File: config.mk
export PLATFORM = sky130hd
export DESIGN_NAME = fault_status_reg
export DESIGN_NICKNAME = d
export VERILOG_FILES = /design/src/rtl/fsr_pkg.sv /design/src/rtl/fsr_beat_filter.sv /design/src/rtl/fsr_sticky_bank.sv /design/src/rtl/fsr_flag_unit.sv /design/src/rtl/fault_status_reg.sv
export SDC_FILE = /design/constraint.sdc
export NUM_CORES = 1
export LEC_CHECK = 0
export ABC_AREA = 0
export ABC_CLOCK_PERIOD_IN_PS = 1500
export BUFFER_PORTS_ARGS = -buffer_cell sky130_fd_sc_hd__buf_2
export CELL_PAD_IN_SITES_DETAIL_PLACEMENT = 1
export CELL_PAD_IN_SITES_GLOBAL_PLACEMENT = 1
export CORE_MARGIN = 1
export CORE_UTILIZATION = 21
export CTS_BUF_LIST = sky130_fd_sc_hd__clkbuf_4 sky130_fd_sc_hd__clkbuf_8
export CTS_CLUSTER_SIZE = 24
export DETAILED_ROUTE_END_ITERATION = 8
export PLACE_DENSITY = 0.92
export SLEW_MARGIN = 20
export SYNTH_ARGS = -nofsm -noshare
export SYNTH_HDL_FRONTEND = slang
export SYNTH_SLANG_ARGS = --single-unit
export TNS_END_PERCENT = 5
File: constraint.sdc
create_clock -name clk -period 1.5 [get_ports clk]
set_input_delay 0 -clock clk [delete_from_list [all_inputs] [get_ports clk]]
set_output_delay 0 -clock clk [all_outputs]
set_load 0.03 [all_outputs]
File: src/rtl/fsr_pkg.sv
package fsr_pkg;

    localparam int REG_W      = 64;
    localparam int N_TYPES    = 19;
    localparam int STICKY_LSB = 33;
    localparam int SUBUNITS   = 4;
    localparam int MSYN_W     = 4;
    localparam int ESYN_W     = 9;
    localparam logic [N_TYPES-1:0] BUS_ECC_TYPES = 19'h0F003;

    typedef enum logic [1:0] {
        CLS_HW_FIXED = 2'b00,
        CLS_SW_FIX   = 2'b01,
        CLS_FATAL    = 2'b10,
        CLS_FATAL_X  = 2'b11
    } err_cls_e;

    // Layout of the status word, most significant field first.
    typedef struct packed {
        logic                sw_flag;   // 63
        logic [8:0]          zero_hi;   // 62:54
        logic                multi;     // 53
        logic                priv;      // 52
        logic [N_TYPES-1:0]  sticky;    // 51:33
        logic [12:0]         zero_mid;  // 32:20
        logic [MSYN_W-1:0]   msyn;      // 19:16
        logic [6:0]          zero_lo;   // 15:9
        logic [ESYN_W-1:0]   esyn;      // 8:0
    } fsr_word_t;

    function automatic logic cls_is_serious(input logic [1:0] cls);
        return err_cls_e'(cls) != CLS_HW_FIXED;
    endfunction

endpackage

File: src/rtl/fsr_beat_filter.sv
module fsr_beat_filter #(
    parameter int N        = 19,
    parameter int SUBUNITS = 4,
    parameter logic [N-1:0] BUS_MASK = '0,
    localparam int BEAT_W  = (SUBUNITS > 1) ? $clog2(SUBUNITS) : 1
) (
    input  logic              clk,
    input  logic              rst,
    input  logic              txn_start,
    input  logic [BEAT_W-1:0] beat,
    input  logic [N-1:0]      raw_valid,
    output logic [N-1:0]      accepted
);

    logic              locked_q;
    logic [BEAT_W-1:0] lock_beat_q;
    logic              lock_live;
    logic              beat_ok;
    logic [N-1:0]      bus_hit;

    // A new transaction releases the lock for its own beat.
    assign lock_live = locked_q && !txn_start;
    assign beat_ok   = !lock_live || (beat == lock_beat_q);

    for (genvar i = 0; i < N; i++) begin : g_pass
        if (BUS_MASK[i]) begin : g_bus
            assign accepted[i] = raw_valid[i] && beat_ok;
        end else begin : g_plain
            assign accepted[i] = raw_valid[i];
        end
    end

    assign bus_hit = accepted & BUS_MASK;

    always_ff @(posedge clk) begin
        if (rst) begin
            locked_q    <= 1'b0;
            lock_beat_q <= '0;
        end else if (|bus_hit) begin
            locked_q    <= 1'b1;
            lock_beat_q <= beat;
        end else if (txn_start) begin
            locked_q    <= 1'b0;
        end
    end

    // a held lock keeps its subunit until a new transaction arrives
    assert_lock_hold_R6: assert property (@(posedge clk) disable iff (rst)
        (locked_q && !txn_start) |=> (locked_q && $stable(lock_beat_q)));

endmodule

File: src/rtl/fsr_sticky_bank.sv
module fsr_sticky_bank #(
    parameter int N = 19
) (
    input  logic         clk,
    input  logic         rst,
    input  logic [N-1:0] set_in,
    input  logic [N-1:0] clr_in,
    output logic [N-1:0] q
);

    for (genvar i = 0; i < N; i++) begin : g_bit
        logic bit_q;

        always_ff @(posedge clk) begin
            if (rst)            bit_q <= 1'b0;
            else if (set_in[i]) bit_q <= 1'b1;
            else if (clr_in[i]) bit_q <= 1'b0;
        end

        assign q[i] = bit_q;

        // a set is seen in the next cycle even against a clear
        assert_set_lands_R3: assert property (@(posedge clk) disable iff (rst)
            set_in[i] |=> q[i]);

        // a clear with no set empties the bit
        assert_clear_lands_R2: assert property (@(posedge clk) disable iff (rst)
            (clr_in[i] && !set_in[i]) |=> !q[i]);

        // without a clear the bit never falls
        assert_sticky_hold_R1: assert property (@(posedge clk) disable iff (rst)
            (q[i] && !clr_in[i]) |=> q[i]);
    end

endmodule

File: src/rtl/fsr_flag_unit.sv
module fsr_flag_unit #(
    parameter int N = 19
) (
    input  logic         clk,
    input  logic         rst,
    input  logic [N-1:0] accepted,
    input  logic [N-1:0] serious,
    input  logic [N-1:0] sticky_q,
    input  logic         priv_in,
    input  logic         clr_multi,
    input  logic         clr_priv,
    output logic         multi_q,
    output logic         priv_q
);

    logic repeat_hit;
    logic any_logged;

    assign repeat_hit = |(accepted & serious & sticky_q);
    assign any_logged = |accepted;

    always_ff @(posedge clk) begin
        if (rst) begin
            multi_q <= 1'b0;
            priv_q  <= 1'b0;
        end else begin
            if (repeat_hit)     multi_q <= 1'b1;
            else if (clr_multi) multi_q <= 1'b0;

            if (any_logged)     priv_q <= priv_in;
            else if (clr_priv)  priv_q <= 1'b0;
        end
    end

    // the flag rises only on a serious repeat of a set type
    assert_multi_cause_R5: assert property (@(posedge clk) disable iff (rst)
        (!multi_q && !(|(accepted & serious & sticky_q))) |=> !multi_q);

    // a serious repeat is flagged in the next cycle
    assert_multi_rise_R4: assert property (@(posedge clk) disable iff (rst)
        (|(accepted & serious & sticky_q)) |=> multi_q);

    // privilege follows the input of the logging cycle
    assert_priv_capture_R7: assert property (@(posedge clk) disable iff (rst)
        (|accepted) |=> (priv_q == $past(priv_in)));

endmodule

File: src/rtl/fault_status_reg.sv
module fault_status_reg
    import fsr_pkg::*;
#(
    parameter int NUM_TYPES = fsr_pkg::N_TYPES,
    parameter int SUB_UNITS = fsr_pkg::SUBUNITS,
    parameter logic [NUM_TYPES-1:0] BUS_ECC_MASK = fsr_pkg::BUS_ECC_TYPES,
    localparam int BEAT_W  = (SUB_UNITS > 1) ? $clog2(SUB_UNITS) : 1,
    localparam int CLS_W   = 2 * NUM_TYPES
) (
    input  logic                    clk,
    input  logic                    rst,
    input  logic [NUM_TYPES-1:0]    err_valid,
    input  logic [CLS_W-1:0]        err_cls,
    input  logic [BEAT_W-1:0]       err_beat,
    input  logic                    txn_start,
    input  logic                    priv_in,
    input  logic [MSYN_W-1:0]       msyn_in,
    input  logic [ESYN_W-1:0]       esyn_in,
    input  logic                    sw_wr,
    input  logic [REG_W-1:0]        sw_wdata,
    output logic [REG_W-1:0]        status,
    output logic                    any_err
);

    fsr_word_t             wr_word;
    fsr_word_t             rd_word;
    logic [NUM_TYPES-1:0]  accepted;
    logic [NUM_TYPES-1:0]  serious;
    logic [NUM_TYPES-1:0]  sticky_q;
    logic [NUM_TYPES-1:0]  sticky_clr;
    logic                  multi_q;
    logic                  priv_q;
    logic                  sw_flag_q;

    assign wr_word    = fsr_word_t'(sw_wdata);
    assign sticky_clr = sw_wr ? wr_word.sticky : '0;

    for (genvar i = 0; i < NUM_TYPES; i++) begin : g_cls
        assign serious[i] = cls_is_serious(err_cls[2*i +: 2]);
    end

    fsr_beat_filter #(
        .N        (NUM_TYPES),
        .SUBUNITS (SUB_UNITS),
        .BUS_MASK (BUS_ECC_MASK)
    ) u_filter (
        .clk       (clk),
        .rst       (rst),
        .txn_start (txn_start),
        .beat      (err_beat),
        .raw_valid (err_valid),
        .accepted  (accepted)
    );

    fsr_sticky_bank #(
        .N (NUM_TYPES)
    ) u_bank (
        .clk    (clk),
        .rst    (rst),
        .set_in (accepted),
        .clr_in (sticky_clr),
        .q      (sticky_q)
    );

    fsr_flag_unit #(
        .N (NUM_TYPES)
    ) u_flags (
        .clk       (clk),
        .rst       (rst),
        .accepted  (accepted),
        .serious   (serious),
        .sticky_q  (sticky_q),
        .priv_in   (priv_in),
        .clr_multi (sw_wr && wr_word.multi),
        .clr_priv  (sw_wr && wr_word.priv),
        .multi_q   (multi_q),
        .priv_q    (priv_q)
    );

    always_ff @(posedge clk) begin
        if (rst)        sw_flag_q <= 1'b0;
        else if (sw_wr) sw_flag_q <= wr_word.sw_flag;
    end

    always_comb begin
        rd_word         = '0;
        rd_word.sw_flag = sw_flag_q;
        rd_word.multi   = multi_q;
        rd_word.priv    = priv_q;
        rd_word.sticky  = sticky_q;
        rd_word.msyn    = msyn_in;
        rd_word.esyn    = esyn_in;
    end

    assign status  = rd_word;
    assign any_err = |sticky_q;

    // the software flag follows the last written value
    assert_sw_flag_R9: assert property (@(posedge clk) disable iff (rst)
        sw_wr |=> (status[REG_W-1] == $past(sw_wdata[REG_W-1])));

    // syndrome views track their inputs whatever is written
    assert_syn_view_R8: assert property (@(posedge clk) disable iff (rst)
        (status[ESYN_W-1:0] == esyn_in) && (status[16 +: MSYN_W] == msyn_in));

endmodule

==> results.json <==
{
  "coreArea_um2": 7770,
  "max_freq_mhz": 578,
  "power_switching_uw": 648,
  "grt_util_met3_pct": 2.99,
  "final_cell_mix": "buf_2 (107), conb_1 (29), nor2_1 (24), dfxtp_1 (23), nand2_1 (22)",
  "rsz0062_at_grt": "yes",
  "cp_cell_sequence": "nor4_2, buf_4, nand4_1, or4_4, buf_6",
  "setup_ws_ns": -0.230,
  "grtUsageMet2_pct": 28.4,
  "dieArea_um2": 8390,
  "antenna_found_initial": 0,
  "avgSynthCellArea_um2": 7.77,
  "gr-max-usage-layer": "met2",
  "final_antenna_net_count": 0,
  "drv_slew": 0,
  "drive_gt1_share_pct": 42.8,
  "hold_viol": 0,
  "power_frac_seq_pct": 42.2,
  "setup_violations": 1,
  "stdcell_count": 420,
  "min_path_type": "in2out",
  "place_congestion": 0.677,
  "slowest_stage": "or4_4",
  "clock-root-buffer": "clkbuf_8",
  "placement.io_buffers": 108,
  "r2r_setup_slack_ns": 0.26,
  "crit_path_max_fanout": 2,
  "track_usage_pct": 14.6,
  "violations": "setup timing",
  "power_leakage_nw": 1.14,
  "synth_seq_area_share_pct": 29.7,
  "cts_setup_buffers": 0,
  "maxCapViolCount": 0,
  "grt_pass1_vias": 1875,
  "comb_power_share_pct": 34.4,
  "vias": 1823,
  "final_common_cell": "buf_2",
  "grtUsageMet1_pct": 15.3,
  "n_antenna_cell": 0,
  "dp.cells": 399,
  "drt_wl_total_mm": 6.16,
  "finalCriticalPeriod_ns": 1.73,
  "cp-start-kind": "register",
  "clk_latency_ns": 0.27,
  "initialDrtViolationCount": 34,
  "fin_nets": 460,
  "synth_edf_count": 0,
  "fill_cells": 982,
  "cts_tree": "yes",
  "via_per_inst": 4.34,
  "cts.reportedPaths.clkPinSlew_ns": 0.09,
  "clock_power_share_pct": 23.4,
  "swShare_pct": 36.2,
  "grt_pass1_wl_mm": 9.28,
  "min_period_over_period_pct": 115,
  "final_cell_area_um2": 2300,
  "drcViolationCount": 0,
  "drt_first_pass_iters": 4,
  "synth.distinct_cells": 26,
  "path_class": "reg2out",
  "synth-seq-cells": 25,
  "cts_made_buffers": 3,
  "place_hpwl_mm": 5.02,
  "htreeDepth": 1,
  "powerDensity_nw_per_um2": 777,
  "wire_per_inst_um": 14.7,
  "ir_drop_v": 0.000330,
  "die_h_um": 91.6,
  "grt-ovfl-total": 0,
  "synth_area_um2": 1690,
  "worstPathRequired_ns": 1.50,
  "synth_cells": 217,
  "synth_warnings": 0,
  "arrival_ns": 1.73,
  "status": "finished with violations",
  "cts.sinks": 25,
  "floorplan.initialDensity_pct": 21.7,
  "ys.flop_type": "dfxtp_1",
  "fin_skew_ns": 0.0100,
  "rows": 32,
  "p_int_mw": 1.14,
  "cts_max_path_buffers": 2,
  "die_x_um": 91.6,
  "synth-async-reset-ratio_pct": 0,
  "placed_cell_area_um2": 2050,
  "power_mw": 1.79,
  "slowest_delay_ns": 0.45,
  "cp-end-kind": "output port",
  "grt_max_degree": 22,
  "syn2layout_area_growth_pct": 36.5,
  "ioPinCount": 206
}
## synthesized netlist by cell type, types with 2 or more instances
cell type / n / area, µm²
nor4_1: 6 / 37.5
o211ai_1: 19 / 143
a22oi_1: 6 / 45.0
nand4_1: 6 / 37.5
clkbuf_1: 4 / 15.0
dfxtp_1: 25 / 500
xnor2_1: 2 / 17.5
o21ai_0: 3 / 15.0
mux2i_1: 2 / 20.0
nand2_1: 22 / 82.6
buf_4: 64 / 480
nand2b_1: 2 / 12.5
nand3_1: 3 / 15.0
nor2_1: 24 / 90.1
a21oi_1: 18 / 90.1
## layout make-up
cell class | instances | area [µm²] | area share, %
clock buffers | 3 | 41.3 | 1.79
clock inverters | 1 | 5.00 | 0.217
multi-input cells | 150 | 803 | 34.9
flip-flops and latches | 25 | 503 | 21.8
well taps | 102 | 128 | 5.54
repair buffers | 139 | 822 | 35.7
## logic make-up after synthesis
kind of cell,count (synthesis),synth area share [%]
other,1,0.222
and+or+nand+nor,68,18.6
buffers and inverters,70,30.3
AOI/OAI and AO/OA,49,18.9
muxes,2,1.19
DFF,25,29.7
xor gates and xnor gates,2,1.04
## metal layers
layer	wire, µm	up-vias
li1	-	867
met1	2420	855
met2	3300	85
met3	311	16
met4	132	0
met5	0	-
## power groups by stage
stage          clock (mW)  sequential [mW]  combinational, mW
2_1_floorplan           0            0.762              0.502
3_3_place_gp            0            0.766              0.563
3_5_place_dp            0            0.768              0.577
4_1_cts             0.446            0.756              0.613
5_1_grt             0.475            0.763              0.666
6_report            0.418            0.755              0.615
## critical path: cells and delay by family, from the launching register on
kind          cells  cell delay (ns)
buf+inv           2             0.30
flops             1             0.33
simple gates      3             0.83
## what timing repair did
item / 4_1_cts / 5_1_grt
endpoints found under the hold margin: 16 / 1
endpoints found under the setup margin: 1 / 3
gates resized for setup: 6 / 3
gates cloned: 0 / 0
hold buffers: 16 / 1
## flip-flops by register name (all words and copies together), names as in the netlist
name	count
u_filter.locked_q	1
u_bank.g_bit.bit_q	19
u_flags.multi_q	1
u_flags.priv_q	1
u_filter.lock_beat_q	2
sw_flag_q	1
## final timing paths
kind                                   startpoint                            to  cells past startpoint
max           u_bank.g_bit[13].bit_q$_SDFFE_PP0P_                       any_err                      5
min reg2reg           u_flags.priv_q$_SDFFE_PP0P_   u_flags.priv_q$_SDFFE_PP0P_                      2
max reg2reg  u_filter.lock_beat_q[1]$_SDFFE_PP0P_  u_flags.multi_q$_SDFFE_PP0P_                      4
min                                    esyn_in[5]                     status[5]                      0
## through the flow
stage          setup TNS, ns  hold WS [ns]  worst slack [ns]  utilization, %
5_1_grt               -0.337     0.0000477            -0.337            29.6
3_5_place_dp               0      0.000205            0.0352            26.4
2_1_floorplan              0         0.117             0.264               -
6_report              -0.230     0.0000110            -0.230            29.6
4_1_cts               -0.263      0.000205            -0.263            29.4
3_3_place_gp               0      0.000205            0.0485            26.4
(Power assumes the default switching activity.)
